<file path="src/rtl/dma_agu_pkg.sv">
package dma_agu_pkg;

    typedef enum logic [1:0] {
        SZ_8  = 2'd0,
        SZ_16 = 2'd1,
        SZ_32 = 2'd2,
        SZ_64 = 2'd3
    } elem_size_e;

    typedef enum logic [1:0] {
        AM_FIXED   = 2'd0,
        AM_POSTINC = 2'd1,
        AM_INDEXED = 2'd2,
        AM_HOLD    = 2'd3
    } addr_mode_e;

    localparam int unsigned ALIGN_LSBS = 3;

endpackage

</file>
<file path="src/rtl/dma_agu_prim.sv">
module dma_agu_prim #(
    parameter int unsigned ADDR_W = 32,
    parameter int unsigned CNT_W  = 8,
    parameter int unsigned OFF_W  = 16
) (
    input  logic              clk,
    input  logic              rst_n,
    input  logic              load_i,
    input  logic [ADDR_W-1:0] src_addr_i,
    input  logic [ADDR_W-1:0] dst_addr_i,
    input  logic [CNT_W-1:0]  elem_cnt_i,
    input  logic [CNT_W-1:0]  frame_cnt_i,
    input  logic [OFF_W-1:0]  src_eoff_i,
    input  logic [OFF_W-1:0]  src_foff_i,
    input  logic [OFF_W-1:0]  dst_eoff_i,
    input  logic [OFF_W-1:0]  dst_foff_i,
    input  logic [1:0]        src_mode_i,
    input  logic [1:0]        dst_mode_i,
    input  logic [1:0]        rd_size_i,
    input  logic [1:0]        wr_size_i,
    input  logic              auto_i,
    output logic [ADDR_W-1:0] src_addr_o,
    output logic [ADDR_W-1:0] dst_addr_o,
    output logic [CNT_W-1:0]  elem_cnt_o,
    output logic [CNT_W-1:0]  frame_cnt_o,
    output logic [OFF_W-1:0]  src_eoff_o,
    output logic [OFF_W-1:0]  src_foff_o,
    output logic [OFF_W-1:0]  dst_eoff_o,
    output logic [OFF_W-1:0]  dst_foff_o,
    output logic [1:0]        src_mode_o,
    output logic [1:0]        dst_mode_o,
    output logic [1:0]        rd_size_o,
    output logic [1:0]        wr_size_o,
    output logic              auto_o
);

    typedef struct packed {
        logic [ADDR_W-1:0] src;
        logic [ADDR_W-1:0] dst;
        logic [CNT_W-1:0]  elem;
        logic [CNT_W-1:0]  frame;
        logic [OFF_W-1:0]  seo;
        logic [OFF_W-1:0]  sfo;
        logic [OFF_W-1:0]  deo;
        logic [OFF_W-1:0]  dfo;
        logic [1:0]        smode;
        logic [1:0]        dmode;
        logic [1:0]        rsz;
        logic [1:0]        wsz;
        logic              auto_en;
    } prim_t;

    prim_t prim_d, prim_q;

    // Primary settings change only on an explicit load; transfers never write them.
    always_comb begin
        prim_d = prim_q;
        if (load_i) begin
            prim_d.src     = src_addr_i;
            prim_d.dst     = dst_addr_i;
            prim_d.elem    = elem_cnt_i;
            prim_d.frame   = frame_cnt_i;
            prim_d.seo     = src_eoff_i;
            prim_d.sfo     = src_foff_i;
            prim_d.deo     = dst_eoff_i;
            prim_d.dfo     = dst_foff_i;
            prim_d.smode   = src_mode_i;
            prim_d.dmode   = dst_mode_i;
            prim_d.rsz     = rd_size_i;
            prim_d.wsz     = wr_size_i;
            prim_d.auto_en = auto_i;
        end
    end

    always_ff @(posedge clk or negedge rst_n) begin
        if (!rst_n) prim_q <= '0;
        else        prim_q <= prim_d;
    end

    assign src_addr_o  = prim_q.src;
    assign dst_addr_o  = prim_q.dst;
    assign elem_cnt_o  = prim_q.elem;
    assign frame_cnt_o = prim_q.frame;
    assign src_eoff_o  = prim_q.seo;
    assign src_foff_o  = prim_q.sfo;
    assign dst_eoff_o  = prim_q.deo;
    assign dst_foff_o  = prim_q.dfo;
    assign src_mode_o  = prim_q.smode;
    assign dst_mode_o  = prim_q.dmode;
    assign rd_size_o   = prim_q.rsz;
    assign wr_size_o   = prim_q.wsz;
    assign auto_o      = prim_q.auto_en;

endmodule

</file>
<file path="src/rtl/dma_agu_step.sv">
module dma_agu_step
    import dma_agu_pkg::*;
#(
    parameter int unsigned ADDR_W = 32,
    parameter int unsigned OFF_W  = 16
) (
    input  logic [ADDR_W-1:0] addr_i,
    input  logic [1:0]        mode_i,
    input  logic [1:0]        size_i,
    input  logic [OFF_W-1:0]  elem_off_i,
    input  logic [OFF_W-1:0]  frame_off_i,
    input  logic              frame_end_i,
    output logic [ADDR_W-1:0] addr_o
);

    localparam int unsigned EXT_W = ADDR_W - OFF_W;

    logic [OFF_W-1:0]  off_sel;
    logic [ADDR_W-1:0] off_ext;
    logic [ADDR_W-1:0] size_inc;

    always_comb begin
        off_sel  = frame_end_i ? frame_off_i : elem_off_i;
        off_ext  = {{EXT_W{off_sel[OFF_W-1]}}, off_sel};
        size_inc = ADDR_W'(1) << size_i;
        case (addr_mode_e'(mode_i))
            AM_POSTINC: addr_o = addr_i + size_inc;
            AM_INDEXED: addr_o = addr_i + off_ext;
            default:    addr_o = addr_i;
        endcase
    end

endmodule

</file>
<file path="src/rtl/dma_agu_align.sv">
module dma_agu_align
    import dma_agu_pkg::*;
(
    input  logic [ALIGN_LSBS-1:0] addr_lo_i,
    input  logic [1:0]            size_i,
    output logic                  misalign_o
);

    logic [ALIGN_LSBS-1:0] mask;

    // Mask of low address bits that must be zero for the element size.
    always_comb begin
        for (int b = 0; b < ALIGN_LSBS; b++) begin
            mask[b] = (b < int'(size_i));
        end
        misalign_o = |(addr_lo_i & mask);
    end

endmodule

</file>
<file path="src/rtl/dma_addr_gen.sv">
module dma_addr_gen
    import dma_agu_pkg::*;
#(
    parameter int unsigned ADDR_W = 32,
    parameter int unsigned CNT_W  = 8,
    parameter int unsigned OFF_W  = 16
) (
    input  logic              clk,
    input  logic              rst_n,
    input  logic              cfg_load,
    input  logic [ADDR_W-1:0] cfg_src_addr,
    input  logic [ADDR_W-1:0] cfg_dst_addr,
    input  logic [CNT_W-1:0]  cfg_elem_cnt,
    input  logic [CNT_W-1:0]  cfg_frame_cnt,
    input  logic [OFF_W-1:0]  cfg_src_elem_off,
    input  logic [OFF_W-1:0]  cfg_src_frame_off,
    input  logic [OFF_W-1:0]  cfg_dst_elem_off,
    input  logic [OFF_W-1:0]  cfg_dst_frame_off,
    input  logic [1:0]        cfg_src_mode,
    input  logic [1:0]        cfg_dst_mode,
    input  logic [1:0]        cfg_rd_size,
    input  logic [1:0]        cfg_wr_size,
    input  logic              cfg_auto_init,
    input  logic              start,
    input  logic              xfer_ready,
    output logic              xfer_valid,
    output logic [ADDR_W-1:0] xfer_src_addr,
    output logic [ADDR_W-1:0] xfer_dst_addr,
    output logic [1:0]        xfer_rd_size,
    output logic [1:0]        xfer_wr_size,
    output logic              frame_done,
    output logic              block_done,
    output logic              cfg_err,
    output logic              busy,
    output logic [CNT_W-1:0]  cur_elem_cnt,
    output logic [CNT_W-1:0]  cur_frame_cnt
);

    localparam int unsigned NSIDE = 2;
    localparam logic [CNT_W-1:0] CNT_ONE = CNT_W'(1);

    typedef struct packed {
        logic              busy;
        logic              done;
        logic [ADDR_W-1:0] src;
        logic [ADDR_W-1:0] dst;
        logic [CNT_W-1:0]  elem;
        logic [CNT_W-1:0]  frame;
        logic              fdone;
        logic              bdone;
        logic              err;
    } work_t;

    work_t st_d, st_q;

    // Primary configuration
    logic [ADDR_W-1:0] p_src, p_dst;
    logic [CNT_W-1:0]  p_elem, p_frame;
    logic [OFF_W-1:0]  p_seo, p_sfo, p_deo, p_dfo;
    logic [1:0]        p_smode, p_dmode, p_rsz, p_wsz;
    logic              p_auto;

    dma_agu_prim #(.ADDR_W(ADDR_W), .CNT_W(CNT_W), .OFF_W(OFF_W)) u_prim (
        .clk         (clk),
        .rst_n       (rst_n),
        .load_i      (cfg_load),
        .src_addr_i  (cfg_src_addr),
        .dst_addr_i  (cfg_dst_addr),
        .elem_cnt_i  (cfg_elem_cnt),
        .frame_cnt_i (cfg_frame_cnt),
        .src_eoff_i  (cfg_src_elem_off),
        .src_foff_i  (cfg_src_frame_off),
        .dst_eoff_i  (cfg_dst_elem_off),
        .dst_foff_i  (cfg_dst_frame_off),
        .src_mode_i  (cfg_src_mode),
        .dst_mode_i  (cfg_dst_mode),
        .rd_size_i   (cfg_rd_size),
        .wr_size_i   (cfg_wr_size),
        .auto_i      (cfg_auto_init),
        .src_addr_o  (p_src),
        .dst_addr_o  (p_dst),
        .elem_cnt_o  (p_elem),
        .frame_cnt_o (p_frame),
        .src_eoff_o  (p_seo),
        .src_foff_o  (p_sfo),
        .dst_eoff_o  (p_deo),
        .dst_foff_o  (p_dfo),
        .src_mode_o  (p_smode),
        .dst_mode_o  (p_dmode),
        .rd_size_o   (p_rsz),
        .wr_size_o   (p_wsz),
        .auto_o      (p_auto)
    );

    // Per-side address step and alignment check; side 0 reads, side 1 writes.
    logic [ADDR_W-1:0] side_cur  [NSIDE];
    logic [ADDR_W-1:0] side_nxt  [NSIDE];
    logic [1:0]        side_mode [NSIDE];
    logic [1:0]        side_size [NSIDE];
    logic [OFF_W-1:0]  side_eoff [NSIDE];
    logic [OFF_W-1:0]  side_foff [NSIDE];
    logic              side_mis  [NSIDE];
    logic              last_elem, last_frame;

    assign side_cur[0]  = st_q.src;
    assign side_cur[1]  = st_q.dst;
    assign side_mode[0] = p_smode;
    assign side_mode[1] = p_dmode;
    assign side_size[0] = p_rsz;
    assign side_size[1] = p_wsz;
    assign side_eoff[0] = p_seo;
    assign side_eoff[1] = p_deo;
    assign side_foff[0] = p_sfo;
    assign side_foff[1] = p_dfo;

    for (genvar s = 0; s < NSIDE; s++) begin : g_side
        dma_agu_step #(.ADDR_W(ADDR_W), .OFF_W(OFF_W)) u_step (
            .addr_i      (side_cur[s]),
            .mode_i      (side_mode[s]),
            .size_i      (side_size[s]),
            .elem_off_i  (side_eoff[s]),
            .frame_off_i (side_foff[s]),
            .frame_end_i (last_elem),
            .addr_o      (side_nxt[s])
        );
        dma_agu_align u_align (
            .addr_lo_i  (side_cur[s][ALIGN_LSBS-1:0]),
            .size_i     (side_size[s]),
            .misalign_o (side_mis[s])
        );
    end

    logic accept, bad_start;

    always_comb begin
        last_elem  = (st_q.elem == CNT_ONE);
        last_frame = (st_q.frame == CNT_ONE);
        accept     = st_q.busy & xfer_ready;
        bad_start  = side_mis[0] | side_mis[1] | (p_elem == '0) | (p_frame == '0);

        st_d       = st_q;
        st_d.fdone = 1'b0;
        st_d.bdone = 1'b0;
        st_d.err   = 1'b0;

        if (cfg_load) begin
            st_d.busy  = 1'b0;
            st_d.done  = 1'b0;
            st_d.src   = cfg_src_addr;
            st_d.dst   = cfg_dst_addr;
            st_d.elem  = cfg_elem_cnt;
            st_d.frame = cfg_frame_cnt;
        end else if (accept) begin
            st_d.src = side_nxt[0];
            st_d.dst = side_nxt[1];
            if (last_elem) begin
                st_d.fdone = 1'b1;
                if (last_frame) begin
                    st_d.bdone = 1'b1;
                    if (p_auto) begin
                        st_d.src   = p_src;
                        st_d.dst   = p_dst;
                        st_d.elem  = p_elem;
                        st_d.frame = p_frame;
                    end else begin
                        st_d.busy  = 1'b0;
                        st_d.done  = 1'b1;
                        st_d.elem  = '0;
                        st_d.frame = '0;
                    end
                end else begin
                    st_d.frame = st_q.frame - CNT_ONE;
                    st_d.elem  = p_elem;
                end
            end else begin
                st_d.elem = st_q.elem - CNT_ONE;
            end
        end else if (start && !st_q.busy && !st_q.done) begin
            if (bad_start) st_d.err  = 1'b1;
            else           st_d.busy = 1'b1;
        end
    end

    always_ff @(posedge clk or negedge rst_n) begin
        if (!rst_n) st_q <= '0;
        else        st_q <= st_d;
    end

    assign xfer_valid    = st_q.busy;
    assign xfer_src_addr = st_q.src;
    assign xfer_dst_addr = st_q.dst;
    assign xfer_rd_size  = p_rsz;
    assign xfer_wr_size  = p_wsz;
    assign frame_done    = st_q.fdone;
    assign block_done    = st_q.bdone;
    assign cfg_err       = st_q.err;
    assign busy          = st_q.busy;
    assign cur_elem_cnt  = st_q.elem;
    assign cur_frame_cnt = st_q.frame;

    // ---------------------------------------------------------------
    // Assertions
    // ---------------------------------------------------------------
    logic src_is_fixed;
    assign src_is_fixed = (p_smode == AM_FIXED) || (p_smode == AM_HOLD);

    p_hold_pair_r7: assert property (@(posedge clk) disable iff (!rst_n)
        (xfer_valid && !xfer_ready && !cfg_load) |=> ($stable(xfer_src_addr) && $stable(xfer_dst_addr)));

    p_fixed_src_r6: assert property (@(posedge clk) disable iff (!rst_n)
        (accept && src_is_fixed && !cfg_load) |=> $stable(xfer_src_addr));

    p_err_no_xfer_r11: assert property (@(posedge clk) disable iff (!rst_n)
        cfg_err |-> !xfer_valid);

    p_block_has_frame_r9: assert property (@(posedge clk) disable iff (!rst_n)
        block_done |-> frame_done);

    p_stop_no_auto_r9: assert property (@(posedge clk) disable iff (!rst_n)
        (block_done && !p_auto) |-> !busy);

    p_counts_live_r8: assert property (@(posedge clk) disable iff (!rst_n)
        xfer_valid |-> (cur_elem_cnt != '0 && cur_frame_cnt != '0));

endmodule

</file>
<file path="config.mk">
export PLATFORM = sky130hd
export DESIGN_NAME = dma_addr_gen
export DESIGN_NICKNAME = d
export VERILOG_FILES = /design/src/rtl/dma_agu_pkg.sv /design/src/rtl/dma_agu_prim.sv /design/src/rtl/dma_agu_step.sv /design/src/rtl/dma_agu_align.sv /design/src/rtl/dma_addr_gen.sv
export SDC_FILE = /design/constraint.sdc
export NUM_CORES = 1
export LEC_CHECK = 0
export BUFFER_PORTS_ARGS = -buffer_cell sky130_fd_sc_hd__buf_2
export CAP_MARGIN = 10
export CORE_MARGIN = 2
export CORE_UTILIZATION = 58
export CTS_CLUSTER_DIAMETER = 100
export CTS_CLUSTER_SIZE = 20
export DETAILED_ROUTE_END_ITERATION = 10
export PLACE_DENSITY = 0.85
export REMOVE_ABC_BUFFERS = 1
export SLEW_MARGIN = 20
export SYNTH_ARGS = -nofsm -noshare
export SYNTH_HDL_FRONTEND = slang
export SYNTH_SLANG_ARGS = --single-unit
</file>
<file path="constraint.sdc">
create_clock -name clk -period 5.8 [get_ports clk]
set_clock_uncertainty 0.05 [all_clocks]
set_input_delay 0.87 -clock clk [delete_from_list [all_inputs] [get_ports clk]]
set_output_delay 0.87 -clock clk [all_outputs]
set_load 0.02 [all_outputs]
</file>
==> results.toml <==
[sta]
slew_headroom_pct = 27.5
maxSlewViolCount = 0
timing.final.crit_share_pct = 85.3
timing.hold.ws_ns = 0.334
hold_viol_final = 0
grt_setup_unrepaired = "no"
setup-violations-final = 0
fmax_mhz = 202
finalWorstSetupSlack_ns = 0.853
worst_pin_slew_ns = 1.09
finalCriticalPeriod_ns = 4.95

[critical_path]
cp_top_family = "compound AO/OA/AOI/OAI gates"
r2r-start = "cur_elem_cnt[3]$_DFFE_PN0N_"
crit_start = "cur_elem_cnt[3]$_DFFE_PN0N_"
max_stage_delay_ns = 0.65
worstPathRequired_ns = 6.13
r2r_slack_ns = 0.85
cp_common_cell = "nand2_1"
rr_endpoint = "xfer_src_addr[28]$_DFFE_PN0N_"
crit_fanout = 16
path_cells = "or4_1 > or3_1 > buf_4 > nand2_1 > nand2_1 > nand2_1 > o31ai_1 > ha_1 > fa_1 > a211oi_1 > o21bai_1 > a21o_1 > o22a_1 > a41oi_1 > o21ai_0 > a221oi_1 > mux2i_1 > nand2_1"
rr_worst_depth = 18
cp_num_buf_inv = 1
worstSetupStartpointType = "register"
crit_slowest_cell = "or4_1"
worst-setup-path-type = "reg -> reg"
end_kind = "register"
cp.arrival_ns = 5.28

[floorplan]
die_x_um = 166
core_um2 = 26000
die_area_um2 = 27600
die_h_um = 166
rows = 59
start_util_pct = 58.7
io_pins = 247

[logic_synthesis]
synth-seq-cells = 238
yosys.area_share.simple_pct = 14.3
avgSynthCellArea_um2 = 8.79
synthTopCellsByArea = "dfrtp_1 39%, mux2_2 6.9%, ha_1 5.6%"
ys_seq_area_share_pct = 39.0
synthCells = 1736
yosysUniqueCellTypes = 65
synth-compound-area-share_pct = 21.8
synth_top_area_cell = "dfrtp_1"
synth_area_um2 = 15300
synth_ff_type = "dfrtp_1"
synth_top_family_by_area = "compound AO/OA/AOI/OAI gates"
synth-xor-area-share_pct = 3.16
yosysWarnings = 0
synth_edf_count = 0
synth-adder-area-share_pct = 5.84
yosys-mux-area-fraction_pct = 7.26
netlist.area_leader.share_pct = 39.0
async_reset_ff_share_pct = 100

[pwr]
power_density_nw_per_um2 = 267
irDropWorstVdd_mv = 0.237
p_sw_share_pct = 34.9
total_power_mw = 4.40
p_sw_mw = 1.53
power.share.sequential_pct = 45.2
comb_power_share_pct = 31.3
clkPwrFrac_pct = 23.5
p_leak_nw = 7.72
p_int_mw = 2.86

[route]
detail_route.wl_per_cell_um = 19.0
drtIter0Drc = 1305
drc = 0
vias = 13356
routed_wl_um = 41300
dr.pass1.iters = 5
post_drt_via_cell_ratio = 6.15
postRouteAntennaNets = 0

[clock_tree]
cts-buffers-inserted = 15
cts.clk_slew.worst_paths_ns = 0.08
cts_tree = "built"
clk_latency_ns = 0.49
clkSinkCount = 238
holdBufCountCts = 0
ctsResizeCount = 0
cts-root-buf = "clkbuf_16"
cts_setup_buffers = 0
clock_path_buffers = 3
htree_levels = 1

[outcome]
status = "finished clean"

[final_layout]
seq_area_um2 = 5960
nets = 2063
synthToLayoutAreaGrowth_pct = 7.97
multi_input_area_um2 = 8010
nFillCells = 2199
fin_area_um2 = 16500
layout-drive-gt1-share_pct = 21.1
final_util_pct = 63.4

[placement]
placed_area_um2 = 16100
dp_hpwl_um = 29100
gp_congestion = 0.866
dp_worst_setup_slack_ns = 0.946
port_buffers = 246

[run]
cap_viol_max_count = 0

[global_route]
grt-ovfl-total = 0
grt_start_max_net_pins = 215
first_global_vias = 12960
antenna_found_initial = 0
grt_pass1_wl_um = 66800
grt_usage_pct = 29.2

[hold_path]
hold_path_class = "in -> async"
[worst max path at each step]
stage,slack (ns),cells past startpoint,to
after CTS,0.90,18,xfer_src_addr[28]$_DFFE_PN0N_
after global routing,0.51,18,xfer_src_addr[28]$_DFFE_PN0N_
final,0.85,18,xfer_src_addr[28]$_DFFE_PN0N_
after detailed placement,0.95,18,xfer_src_addr[28]$_DFFE_PN0N_
after global placement,0.98,18,xfer_src_addr[28]$_DFFE_PN0N_
after floorplan,-0.01,14,xfer_dst_addr[25]$_DFFE_PN0N_
[flip-flops by register name (all words and copies together) (netlist names), 16 cells and up]
register and flops:
u_prim.src_foff_o 16, u_prim.src_eoff_o 16, xfer_dst_addr 32, u_prim.dst_foff_o 16, u_prim.dst_eoff_o 16, u_prim.src_addr_o 32
xfer_src_addr 32, u_prim.dst_addr_o 32
[power by group through the flow]
stage	clock network (mW)	registers, mW	logic (mW)
floorplan	0	2.05	0.844
global placement	0	2.01	1.32
detailed placement	0	2.01	1.36
CTS	1.05	1.98	1.37
global route	1.11	2.01	1.51
finish	1.03	1.99	1.37
[per-layer routing]
layer	routed length (µm)	share of wire (%)	vias up	global-route usage, %
li1	-	-	6271	-
met1	17400	42	6467	39.5
met2	19800	48	536	49.6
met3	2980	7.2	82	4.05
met4	1100	2.7	0	7.57
met5	0	0	-	0
[cell usage after synthesis (10+ instances only)]
cell      instances
a211oi_1         10
a21boi_0         23
a21o_1           35
a21oi_1         127
a221o_1          11
a22o_1           14
a22oi_1          15
a31oi_1          22
and2_1           12
and3_1           19
buf_2            17
buf_4            82
clkbuf_1         77
dfrtp_1         238
ha_1             68
inv_1            77
mux2_2           94
nand2_1         203
nand2b_1         11
nand3_1          22
nand4_1          14
nor2_1          109
nor3_1           48
o211ai_1         16
o21ai_0         170
o21bai_1         15
o31ai_1          23
xnor2_1          39
xor2_1           16
[placed cells by master, fill, tap and decap left out, types with 48 or more instances in the layout]
master	n
a21oi_1	127
buf_2	244
nand2_1	202
nor3_1	48
nor2_1	109
o21ai_0	170
mux2_2	94
dfrtp_1	238
ha_1	68
inv_1	77
[per-stage QoR]
step           cells  setup TNS [ns]
5_1_grt         2169               0
4_1_cts         2169               0
6_report        2170               0
3_5_place_dp    2153               0
3_3_place_gp    2153               0
2_1_floorplan   1553         -0.0116
[area by class of cell]
| class | instances | share of cell area (%) |
|---|---|---|
| Sequential cell | 238 | 36.1 |
| Antenna cell | 1 | 0.0152 |
| Timing Repair Buffer | 265 | 8.61 |
| Inverter | 77 | 1.75 |
| Tap cell | 335 | 2.54 |
| Clock buffer | 16 | 2.36 |
| Multi-Input combinational cell | 1238 | 48.6 |
[logic make-up after synthesis]
kind of cell             count (synthesis)
multiplexers                            99
AO/OA/AOI/OAI                          535
flip-flops                             238
adder cells (fa/ha/maj)                 70
AND/OR/NAND/NOR                        479
XOR/XNOR                                55
buffers and inverters                  260
Note: power is estimated with default switching activity, not from simulation.
